===== config.mk =====
export PLATFORM = sky130hd
export DESIGN_NAME = sync_trig_if
export DESIGN_NICKNAME = d
export VERILOG_FILES = /design/src/rtl/sync_trig_pkg.sv /design/src/rtl/sync_trig_t0.sv /design/src/rtl/sync_trig_gate.sv /design/src/rtl/sync_trig_ser.sv /design/src/rtl/sync_trig_if.sv
export SDC_FILE = /design/constraint.sdc
export NUM_CORES = 1
export LEC_CHECK = 0
export BUFFER_PORTS_ARGS = -buffer_cell sky130_fd_sc_hd__buf_4
export CAP_MARGIN = 20
export CORE_MARGIN = 2
export CORE_UTILIZATION = 53
export DETAILED_ROUTE_END_ITERATION = 10
export PLACE_DENSITY = 0.78
export SLEW_MARGIN = 20
export SYNTH_ARGS = -nofsm -noshare
export SYNTH_HDL_FRONTEND = slang
export SYNTH_SLANG_ARGS = --single-unit

===== constraint.sdc =====
create_clock -name clk -period 1.95 [get_ports clk]
set_input_delay 0 -clock clk [delete_from_list [all_inputs] [get_ports clk]]
set_output_delay 0 -clock clk [all_outputs]
set_load 0.05 [all_outputs]

===== src/rtl/sync_trig_pkg.sv =====
package sync_trig_pkg;
  typedef enum logic [1:0] {
    REQ_NONE   = 2'd0,
    REQ_ACCEPT = 2'd1,
    REQ_REJECT = 2'd2
  } req_res_e;
endpackage


===== src/rtl/sync_trig_t0.sv =====
module sync_trig_t0 (
  input  logic clk,
  input  logic rst_n,
  input  logic run_start,
  input  logic line_busy,
  output logic t0_fire
);
  logic pend_q;
  logic pend_d;
  logic want;

  always_comb begin
    want    = run_start | pend_q;
    pend_d  = want & line_busy;
    t0_fire = want & ~line_busy;
  end

  always_ff @(posedge clk or negedge rst_n) begin
    if (!rst_n) pend_q <= 1'b0;
    else        pend_q <= pend_d;
  end
endmodule


===== src/rtl/sync_trig_gate.sv =====
module sync_trig_gate
  import sync_trig_pkg::*;
(
  input  logic     trig_req,
  input  logic     busy,
  input  logic     line_busy,
  input  logic     t0_fire,
  output req_res_e result
);
  always_comb begin
    if (!trig_req)                         result = REQ_NONE;
    else if (busy || line_busy || t0_fire) result = REQ_REJECT;
    else                                   result = REQ_ACCEPT;
  end
endmodule


===== src/rtl/sync_trig_ser.sv =====
module sync_trig_ser #(
  parameter int NUM_W = 32
) (
  input  logic             clk,
  input  logic             rst_n,
  input  logic             load,
  input  logic [NUM_W-1:0] num,
  output logic             active,
  output logic             bit_out
);
  localparam int CNT_W = $clog2(NUM_W + 1);

  logic [NUM_W-1:0] sh_q, sh_d;
  logic [CNT_W-1:0] cnt_q, cnt_d;
  logic             en;

  assign active  = (cnt_q != '0);
  assign bit_out = sh_q[0];
  assign en      = load | active;

  always_comb begin
    sh_d  = sh_q;
    cnt_d = cnt_q;
    if (load) begin
      sh_d  = num;
      cnt_d = CNT_W'(NUM_W);
    end else if (active) begin
      sh_d  = {1'b0, sh_q[NUM_W-1:1]};
      cnt_d = cnt_q - CNT_W'(1);
    end
  end

  always_ff @(posedge clk or negedge rst_n) begin
    if (!rst_n) begin
      sh_q  <= '0;
      cnt_q <= '0;
    end else if (en) begin
      sh_q  <= sh_d;
      cnt_q <= cnt_d;
    end
  end
endmodule


===== src/rtl/sync_trig_if.sv =====
module sync_trig_if
  import sync_trig_pkg::*;
#(
  parameter int NUM_W = 32
) (
  input  logic             clk,
  input  logic             rst_n,
  input  logic             trig_req,
  input  logic             run_start,
  input  logic             busy,
  input  logic             num_mode,
  input  logic [NUM_W-1:0] trig_num,
  output logic             trig_out,
  output logic             sync_out,
  output logic             trig_accepted,
  output logic             trig_rejected
);
  logic     line_busy;
  logic     ser_bit;
  logic     t0_fire;
  logic     accept;
  req_res_e result;

  logic trig_d, sync_d, acc_d, rej_d;

  sync_trig_t0 u_t0 (
    .clk       (clk),
    .rst_n     (rst_n),
    .run_start (run_start),
    .line_busy (line_busy),
    .t0_fire   (t0_fire)
  );

  sync_trig_gate u_gate (
    .trig_req  (trig_req),
    .busy      (busy),
    .line_busy (line_busy),
    .t0_fire   (t0_fire),
    .result    (result)
  );

  assign accept = (result == REQ_ACCEPT);

  sync_trig_ser #(.NUM_W(NUM_W)) u_ser (
    .clk     (clk),
    .rst_n   (rst_n),
    .load    (accept & num_mode),
    .num     (trig_num),
    .active  (line_busy),
    .bit_out (ser_bit)
  );

  always_comb begin
    trig_d = accept;
    acc_d  = accept;
    rej_d  = (result == REQ_REJECT);
    sync_d = t0_fire | (line_busy & ser_bit);
  end

  always_ff @(posedge clk or negedge rst_n) begin
    if (!rst_n) begin
      trig_out      <= 1'b0;
      sync_out      <= 1'b0;
      trig_accepted <= 1'b0;
      trig_rejected <= 1'b0;
    end else begin
      trig_out      <= trig_d;
      sync_out      <= sync_d;
      trig_accepted <= acc_d;
      trig_rejected <= rej_d;
    end
  end
endmodule


==> run summary <==
Synth unique cells -> 27
Cells after Synth -> 185
Largest fanout on the critical path -> 33
# IOs -> 42
Final hold violations -> 0
Worst vdd ir -> 0.572 mV
Post-route DRC violation count -> 0
Main synth FF type -> dfrtp_1
Worst-margin pin slew -> 0.515 ns
Mapped Area -> 1980 sq um
Crit-path cells -> or3_1 > nor4_4 > buf_4 > buf_6 > o21ai_0
Synthesis-to-layout area growth -> 39.8%
Global route total overflow -> 0
Post-synthesis sequential area ratio -> 53.2%
Die area -> 4230 sq um
Slowest cell on the critical path -> or3_1
CTS root buf -> clkbuf_8
Min-delay src -> busy
Max H-tree Level -> 2
Ratio of cells with drive above 1 in the final layout -> 21.1%
Post-layout util -> 76.0%
First-pass GRT wire length -> 6440 um
Setup Skew -> 0.00772 ns
Vias -> 1541
Post-DRT Antenna Nets -> 0
Post-synth EDFFs -> 0
Placed inst area -> 2280 sq um
First-pass detailed-route iteration total -> 4
Met3 GRT Util -> 5.03%
Hold depth -> 4
Gr usage total -> 20.4%
Antenna violations before repair -> 0
Syn_area_per_cell -> 10.7 sq um
Post-DR wirelength/cell -> 13.2 um
TNS Setup -> 0 ns
Final setup viols -> 0
Worst path required time -> 2.12 ns
M2 GR Usage -> 33.8%
WP buf/inv -> 2
WS Path Type -> reg2reg
Top cells by area, synth -> dfrtp_1 (53%), mux2i_1 (16%), nand2_1 (7.2%), o21ai_0 (7.1%), buf_6 (4.0%)
RSZ-0062 raised after global routing -> false
Nets -> 300
HPWL after DPL -> 2230 um
RR Endpoint -> u_ser.sh_q[16]$_DFFE_PN0P_
# port buffers -> 41
Max incr delay on CP -> 0.47 ns
Site Rows -> 22
Leak Pwr -> 1.20 nW
Max_cap viols -> 0
PwrDens -> 805 nW/um^2
Hold endpoint -> trig_rejected$_DFF_PN0_
Setup crit start kind -> flop
Ys async rst share -> 100%
Die X-Extent -> 65.1 um
Final WL -> 4090 um
Final total power -> 2.22 mW
Initial DRC count -> 84
F_max -> 0.549 GHz
Cell family with most CP delay -> simple AND/OR/NAND/NOR gates
Die Height -> 65.1 um
Largest net degree at the start of global routing -> 68
Mapped Nets -> 225
R2R depth -> 5
Fin crit period -> 1.82 ns
Synth area leader -> dfrtp_1
Status -> complete, no violations
Slew headroom -> 65.7%
Max Root-Sink Buffers -> 2
Sink Count -> 42
M1 GR Usage -> 25.2%
TritonCTS buffer count -> 5
GR peak layer -> met2
Cell area after layout -> 2760 sq um
Post-detailed-route via-to-cell ratio -> 4.99
Worst-Skew Late Latency -> 0.30 ns
Post-synthesis register bit count -> 42
Worst path arrival time -> 1.99 ns
Clk slew on worst S/H paths -> 0.08 ns
Max Slew Vio Count -> 0
RePlAce Congestion -> 0.728
Core area -> 3630 sq um
R2R setup slack -> 0.13 ns
Post-synth top area share -> 53.2%
Period utilization -> 93.4%
Yosys warning total -> 0
R2R Path Start -> u_ser.cnt_q[2]$_DFFE_PN0P_
Vias in the first global route -> 1491
CTS tree -> yes
Antenna diodes -> 0
CP Capture Type -> flop
Hold Path Class -> in2reg
Initial Util -> 54.4%
-- power by group --
part / internal (mW) / switching, mW / total [mW]
sequential: 0.958 / 0.0625 / 1.02
combinational: 0.267 / 0.267 / 0.533
clock: 0.383 / 0.287 / 0.670
-- sequential cells by signal, indices dropped and copies added (netlist names) --
signal,flops
u_ser.cnt_q,6
sync_out,1
u_ser.sh_q,32
u_t0.pend_q,1
trig_out,1
trig_rejected,1
-- cell usage after synthesis, types with 2 or more instances --
master,instances
dfrtp_1,42
nand2_1,38
mux2i_1,32
o21ai_0,28
buf_6,7
nor2_1,6
o21ai_1,6
or3_1,3
buf_2,2
clkbuf_2,2
ha_1,2
inv_1,2
-- placed cells by master (no fill, tap or decap), types with 2 or more instances in the layout --
cell type / netlist / layout
o21ai_0: 28 / 28
clkbuf_8: 0 / 5
ha_1: 2 / 2
dfrtp_1: 42 / 42
buf_4: 1 / 43
mux2i_1: 32 / 32
dlygate4sd3_1: 0 / 35
clkbuf_1: 1 / 2
inv_1: 2 / 2
or3_1: 3 / 3
o21ai_1: 6 / 6
nor2_1: 6 / 6
nand2_1: 38 / 38
-- worst max path at each step --
stage / startpoint / endpoint / slack [ns] / cells after the start
6_report: u_ser.cnt_q[2]$_DFFE_PN0P_ / u_ser.sh_q[16]$_DFFE_PN0P_ / 0.13 / 5
5_1_grt: u_ser.cnt_q[2]$_DFFE_PN0P_ / u_ser.sh_q[16]$_DFFE_PN0P_ / 0.03 / 5
4_1_cts: u_ser.cnt_q[0]$_DFFE_PN0P_ / u_ser.sh_q[20]$_DFFE_PN0P_ / 0.17 / 6
3_5_place_dp: u_ser.cnt_q[0]$_DFFE_PN0P_ / u_ser.sh_q[20]$_DFFE_PN0P_ / 0.18 / 6
3_3_place_gp: u_ser.cnt_q[2]$_DFFE_PN0P_ / u_ser.sh_q[10]$_DFFE_PN0P_ / 0.21 / 4
2_1_floorplan: u_ser.cnt_q[2]$_DFFE_PN0P_ / u_ser.sh_q[1]$_DFFE_PN0P_ / 0.29 / 7
-- worst reg2reg max path, cell delays in order, from the launching register on --
cell and delay, ns:
dfrtp_1 0.42, or3_1 0.47, nor4_4 0.27, buf_4 0.17
buf_6 0.24, o21ai_0 0.13
-- cells by family (layout without fill, tap and decap cells) --
| logic type | count (synthesis) | in the layout | share of synthesized area [%] |
|---|---|---|---|
| compound gates | 36 | 36 | 9.44 |
| xor+xnor | 2 | 2 | 0.887 |
| fa+ha+maj | 2 | 2 | 1.27 |
| buf+inv | 15 | 91 | 5.95 |
| flops | 42 | 42 | 53.2 |
| mux | 32 | 32 | 16.2 |
| simple gates | 56 | 56 | 13.0 |
-- stage by stage --
| stage | std cells | hold slack (ns) | setup WS (ns) |
|---|---|---|---|
| global placement | 264 | 0.0131 | 0.208 |
| global route | 309 | 0.185 | 0.0337 |
| finish | 309 | 0.161 | 0.129 |
| CTS | 307 | 0.167 | 0.167 |
| detailed placement | 264 | 0.0112 | 0.182 |
| floorplan | 185 | -0.296 | 0.293 |
-- per-layer routing --
| metal | share of wire, % | up-vias |
|---|---|---|
| met2 | 49 | 43 |
| li1 | - | 775 |
| met1 | 45 | 721 |
| met5 | 0 | - |
| met3 | 5.4 | 2 |
| met4 | 0.54 | 0 |
-- cell type report --
| type | count | area [sq um] |
|---|---|---|
| clock buffers | 7 | 76.3 |
| clock inverters | 1 | 30.0 |
| repair buffers | 81 | 729 |
| fillers | 266 | 872 |
| well taps | 48 | 60.1 |
| flip-flops and latches | 42 | 1050 |
| multi-input cells | 128 | 807 |
| inverters | 2 | 7.51 |
-- timing repair --
item                                    4_1_cts  5_1_grt
buffers inserted                              0        1
hold buffers                                 35        0
endpoints found under the hold margin        78        0
endpoints found under the setup margin        0        4
gates resized for setup                       0        1
(Power assumes the default switching activity.)
